`src/rtl/frame_sync_pkg.sv`:
```
package frame_sync_pkg;

  localparam int unsigned DEF_DATA_W = 8;
  localparam int unsigned DEF_HDR_W  = 3;
  localparam logic [2:0]  DEF_HDR    = 3'b110;
  localparam int unsigned DEF_STOP_W = 1;

  function automatic int unsigned frame_bits(input int unsigned hdr_w,
                                             input int unsigned data_w,
                                             input int unsigned stop_w);
    return hdr_w + data_w + stop_w;
  endfunction

endpackage

```
`src/rtl/fs_bitclk_edge.sv`:
```
module fs_bitclk_edge (
  input  logic clk,
  input  logic rst_n,
  input  logic bit_clk,
  output logic fall
);

  logic prev_q;

  always_ff @(posedge clk) begin
    if (!rst_n) prev_q <= 1'b0;
    else        prev_q <= bit_clk;
  end

  assign fall = prev_q & ~bit_clk;


  fall_single_chk: assert property (@(posedge clk) disable iff (!rst_n)
    fall |=> !fall);

endmodule

```
`src/rtl/fs_frame_window.sv`:
```
module fs_frame_window #(
  parameter int unsigned FRAME_W = 12,
  parameter int unsigned CNT_W   = 4
) (
  input  logic               clk,
  input  logic               rst_n,
  input  logic               strobe,
  input  logic               bit_in,
  input  logic               restart,
  output logic [FRAME_W-1:0] win_next,
  output logic               full_next
);

  localparam logic [CNT_W-1:0] CNT_FULL = CNT_W'(FRAME_W);
  localparam logic [CNT_W-1:0] CNT_LAST = CNT_W'(FRAME_W - 1);

  logic [FRAME_W-1:0] win_q;
  logic [CNT_W-1:0]   cnt_q;

  assign win_next  = {win_q[FRAME_W-2:0], bit_in};
  assign full_next = (cnt_q >= CNT_LAST);

  always_ff @(posedge clk) begin
    if (!rst_n) begin
      win_q <= '0;
      cnt_q <= '0;
    end else if (strobe) begin
      win_q <= win_next;
      if (restart)               cnt_q <= '0;
      else if (cnt_q != CNT_FULL) cnt_q <= cnt_q + 1'b1;
    end
  end


  win_hold_chk: assert property (@(posedge clk) disable iff (!rst_n)
    !strobe |=> ($stable(win_q) && $stable(cnt_q)));


  arrival_lsb_chk: assert property (@(posedge clk) disable iff (!rst_n)
    strobe |=> (win_q[0] == $past(bit_in)));


  fill_bound_chk: assert property (@(posedge clk) disable iff (!rst_n)
    cnt_q <= CNT_FULL);


  restart_clear_chk: assert property (@(posedge clk) disable iff (!rst_n)
    (strobe && restart) |=> (cnt_q == '0));

endmodule

```
`src/rtl/fs_frame_match.sv`:
```
module fs_frame_match #(
  parameter int unsigned         DATA_W  = 8,
  parameter int unsigned         HDR_W   = 3,
  parameter logic [HDR_W-1:0]    HDR_PAT = 3'b110,
  parameter int unsigned         STOP_W  = 1,
  parameter int unsigned         FRAME_W = 12
) (
  input  logic [FRAME_W-1:0] win,
  input  logic               full,
  output logic               hit,
  output logic [DATA_W-1:0]  data
);

  localparam int unsigned DATA_LSB = STOP_W;

  logic hdr_ok;
  logic stop_ok;

  assign hdr_ok = (win[FRAME_W-1 -: HDR_W] == HDR_PAT);

  for (genvar i = 0; i < DATA_W; i++) begin : g_data
    assign data[i] = win[DATA_LSB + i];
  end

  if (STOP_W > 0) begin : g_stop
    assign stop_ok = &win[STOP_W-1:0];
  end else begin : g_nostop
    assign stop_ok = 1'b1;
  end

  assign hit = full & hdr_ok & stop_ok;

endmodule

```
`src/rtl/frame_sync_deser.sv`:
```
module frame_sync_deser
  import frame_sync_pkg::*;
#(
  parameter int unsigned      DATA_W  = DEF_DATA_W,
  parameter int unsigned      HDR_W   = DEF_HDR_W,
  parameter logic [HDR_W-1:0] HDR_PAT = DEF_HDR,
  parameter int unsigned      STOP_W  = DEF_STOP_W
) (
  input  logic              clk,
  input  logic              rst_n,
  input  logic              bit_clk,
  input  logic              bit_in,
  output logic [DATA_W-1:0] word_out,
  output logic              word_valid
);

  localparam int unsigned FRAME_W = frame_bits(HDR_W, DATA_W, STOP_W);
  localparam int unsigned CNT_W   = $clog2(FRAME_W + 1);

  logic               fall;
  logic [FRAME_W-1:0] win_next;
  logic               full_next;
  logic               hit;
  logic [DATA_W-1:0]  data;
  logic               accept;

  fs_bitclk_edge u_edge (
    .clk     (clk),
    .rst_n   (rst_n),
    .bit_clk (bit_clk),
    .fall    (fall)
  );

  fs_frame_window #(.FRAME_W(FRAME_W), .CNT_W(CNT_W)) u_window (
    .clk       (clk),
    .rst_n     (rst_n),
    .strobe    (fall),
    .bit_in    (bit_in),
    .restart   (accept),
    .win_next  (win_next),
    .full_next (full_next)
  );

  fs_frame_match #(
    .DATA_W(DATA_W), .HDR_W(HDR_W), .HDR_PAT(HDR_PAT),
    .STOP_W(STOP_W), .FRAME_W(FRAME_W)
  ) u_match (
    .win  (win_next),
    .full (full_next),
    .hit  (hit),
    .data (data)
  );

  assign accept = fall & hit;

  logic [DATA_W-1:0] word_q;
  logic              valid_q;

  always_ff @(posedge clk) begin
    if (!rst_n) begin
      word_q  <= '0;
      valid_q <= 1'b0;
    end else begin
      if (accept) word_q <= data;
      if (accept)    valid_q <= 1'b1;
      else if (fall) valid_q <= 1'b0;
    end
  end

  assign word_out   = word_q;
  assign word_valid = valid_q;


  accept_raise_chk: assert property (@(posedge clk) disable iff (!rst_n)
    accept |=> word_valid);


  valid_drop_chk: assert property (@(posedge clk) disable iff (!rst_n)
    (word_valid && fall) |=> !word_valid);


  valid_keep_chk: assert property (@(posedge clk) disable iff (!rst_n)
    (word_valid && !fall) |=> word_valid);


  word_hold_chk: assert property (@(posedge clk) disable iff (!rst_n)
    !accept |=> $stable(word_out));

endmodule

```
`config.mk`:
```
export PLATFORM = sky130hd
export DESIGN_NAME = frame_sync_deser
export DESIGN_NICKNAME = d
export VERILOG_FILES = /design/src/rtl/frame_sync_pkg.sv /design/src/rtl/fs_bitclk_edge.sv /design/src/rtl/fs_frame_window.sv /design/src/rtl/fs_frame_match.sv /design/src/rtl/frame_sync_deser.sv
export SDC_FILE = /design/constraint.sdc
export NUM_CORES = 1
export LEC_CHECK = 0
export BUFFER_PORTS_ARGS = -buffer_cell sky130_fd_sc_hd__buf_4
export CAP_MARGIN = 20
export CORE_UTILIZATION = 52
export DETAILED_ROUTE_END_ITERATION = 10
export HOLD_SLACK_MARGIN = 0.1
export PLACE_DENSITY_LB_ADDON = 0.15
export SYNTH_ARGS = -nofsm -noshare
export SYNTH_HDL_FRONTEND = slang
export SYNTH_SLANG_ARGS = --single-unit
```
`constraint.sdc`:
```
create_clock -name clk -period 3.32 [get_ports clk]
set_clock_uncertainty 0.15 [all_clocks]
set_input_delay 0.166 -clock clk [delete_from_list [all_inputs] [get_ports clk]]
set_output_delay 0.166 -clock clk [all_outputs]
set_load 0.05 [all_outputs]
```
==> flow_summary.json <==
{
  "post-route-min-period_ps": 2190,
  "path_max_fanout": 9,
  "dieArea_mm2": 0.00232,
  "grt-ovfl-total": 0,
  "fin_crit_sh_pct": 66.1,
  "pwr-share-seq_pct": 65.7,
  "final_util_pct": 63.2,
  "die_h_um": 48.1,
  "intPower_mw": 0.359,
  "status": "finished, final reports clean",
  "cts_sinks": 25,
  "grt_use_total_pct": 19.5,
  "place.gp.congestion": 0.704,
  "critPathKind": "in -> reg",
  "finalHoldViolCount": 0,
  "row_count": 16,
  "endpoint_kind": "flip-flop",
  "grt_first_pass_wirelength_um": 3130,
  "place_hpwl_um": 1360,
  "cpMaxStageDelayCell": "dlygate4sd3_1",
  "critical-path-top-delay-family": "buffers and inverters",
  "preCtsSetupSlack_ps": 1460,
  "wl_um": 1980,
  "path_buf_inv": 4,
  "relSlewSlack_pct": 60.2,
  "fin_area_mm2": 0.00125,
  "p_sw_mw": 0.103,
  "tritoncts": "yes",
  "cts_buffers": 3,
  "ys_ff_latch": 25,
  "crit_path_start": "bit_clk",
  "io_buffers": 12,
  "setup_tns_ps": 0,
  "synthFlopType": "dfxtp_1",
  "grt_start_max_net_pins": 38,
  "die_w_um": 48.1,
  "drv_cap": 0,
  "rsz0062_at_grt": "no",
  "drive_above_1_share_pct": 14.8,
  "fin_ws_ps": 1130,
  "ys_seq_area_share_pct": 45.2,
  "grt_pass1_vias": 694,
  "synthDistinctLibCells": 27,
  "design.core.area_mm2": 0.00198,
  "swShare_pct": 22.4,
  "antenna_found_initial": 0,
  "syn-cell-area_mm2": 0.00111,
  "tightest_slew_ps": 597,
  "drtAntennaViolNets": 0,
  "path_clk_slew_ps": 130,
  "p_leak_nw": 0.419,
  "routedWlPerCell_um": 12.2,
  "drt_drc_violations_left": 0,
  "place_area_mm2": 0.00119,
  "required_ps": 3440,
  "clk_latency_ps": 320,
  "num_vias": 859,
  "cts.path.max_buffers": 2,
  "fill_cells": 185,
  "synthCells": 122,
  "start_kind": "primary input",
  "synth_edf_count": 0,
  "diodes": 0,
  "initial_core_util_pct": 55.8,
  "yosysWarnings": 0,
  "p_per_area_mw_per_mm2": 370,
  "nNetsFinal": 142,
  "path_cells": "dlygate4sd3_1 -> buf_4 -> nor2b_1 -> buf_4 -> nand2_1 -> a21boi_0 -> dlygate4sd3_1",
  "final_max_slew_viol_count": 0,
  "layout_common_cells": "41 x nand2_1, 25 x dfxtp_1, 13 x buf_4, 12 x a21boi_0, 8 x mux2i_1",
  "viasPerCell": 5.30,
  "ioPinCount": 13,
  "slowest_delay_ps": 560,
  "syn_nets": 128,
  "r2r-start": "u_edge.prev_q",
  "hp-start": "word_out[2]",
  "mostFrequentLayoutCell": "nand2_1",
  "vdd_drop_max_v": 0.000288,
  "hold_ws_ps": 320,
  "min_path_type": "reg -> reg",
  "crit_arrival_ps": 2310,
  "dr.pass1.iters": 4,
  "pwr-share-clk_pct": 29.2,
  "area_delta_synth_final_pct": 13.2,
  "post_cts_resized": 0,
  "fmax_ghz": 0.456,
  "synthArstFlopShare_pct": 0,
  "root_buffer": "clkbuf_4",
  "setup_viol": 0,
  "drtIter0Drc": 9,
  "htreeDepth": 1,
  "comb_power_share_pct": 5.2,
  "syn_area_per_cell_um2": 9.07
}
[power by group through the flow]
| stage | sequential, mW | combinational, mW | clock [mW] |
|---|---|---|---|
| finish | 0.304 | 0.0240 | 0.135 |
| floorplan | 0.310 | 0.0156 | 0 |
| global placement | 0.310 | 0.0204 | 0 |
| detailed placement | 0.311 | 0.0207 | 0 |
| global route | 0.305 | 0.0263 | 0.153 |
| CTS | 0.304 | 0.0241 | 0.143 |
[worst paths after layout]
kind | endpoint | slack [ps] | cells after the start
worst max-delay path | u_window.win_q[0] | 1130 | 7
worst min-delay path | word_out[2] | 320 | 2
worst max register to register | u_window.win_q[0] | 1250 | 5
worst min register to register | word_out[2] | 320 | 2
[sequential cells by signal, summed over array words and instances, names as in the netlist]
| name | count |
|---|---|
| word_valid | 1 |
| u_edge.prev_q | 1 |
| word_out | 8 |
| u_window.cnt_q | 4 |
| u_window.win_q | 11 |
[area by class of cell]
cell class / count / area (um2) / area share, %
repair buffers: 17 / 138 / 11.0
multi-input cells: 87 / 547 / 43.7
flip-flops and latches: 25 / 500 / 40.0
well taps: 27 / 33.8 / 2.70
clock buffers: 4 / 26.3 / 2.10
inverters: 2 / 7.51 / 0.599
[per-layer routing]
| metal | up-vias | wire length, um | GRT usage, % |
|---|---|---|---|
| met2 | 13 | 899 | 28.9 |
| li1 | 444 | - | - |
| met3 | 5 | 44 | 3.33 |
| met1 | 397 | 997 | 27.2 |
| met5 | - | 0 | 0 |
| met4 | 0 | 42 | 10.0 |
[worst register-to-register path: cells and delay by family (launching register included)]
| kind | cells | cell delay (ps) |
|---|---|---|
| buf+inv | 2 | 820 |
| simple gates | 2 | 560 |
| flops | 1 | 370 |
| compound gates | 1 | 130 |
[through the flow]
step | instances | power (mW)
5_1_grt | 162 | 0.484
6_report | 162 | 0.463
2_1_floorplan | 122 | 0.326
3_3_place_gp | 154 | 0.331
3_5_place_dp | 154 | 0.331
4_1_cts | 162 | 0.471
[cells by family after synthesis]
kind of cell | after synthesis | share of synthesized area, %
adder cells (fa/ha/maj) | 2 | 2.26
AO/OA/AOI/OAI | 21 | 16.3
AND/OR/NAND/NOR | 56 | 23.6
flip-flops | 25 | 45.2
buffers and inverters | 10 | 5.32
multiplexers | 8 | 7.24
[cells in the mapped netlist, types with 2 or more instances]
cell type	number	share of area, %
and2_1	2	1.1
nand3_1	5	2.3
buf_2	4	1.8
dfxtp_1	25	45
ha_1	2	2.3
nand2_1	41	14
inv_1	2	0.68
a21boi_0	12	8.1
o2111ai_1	2	1.6
o221ai_2	2	2.7
mux2i_1	8	7.2
clkbuf_1	2	0.68
[repair_timing]
action                    4_1_cts  5_1_grt
buffers inserted                0        0
hold buffers                    4        0
hold endpoints to repair       18        0
Power figures use the tool's default switching activity.
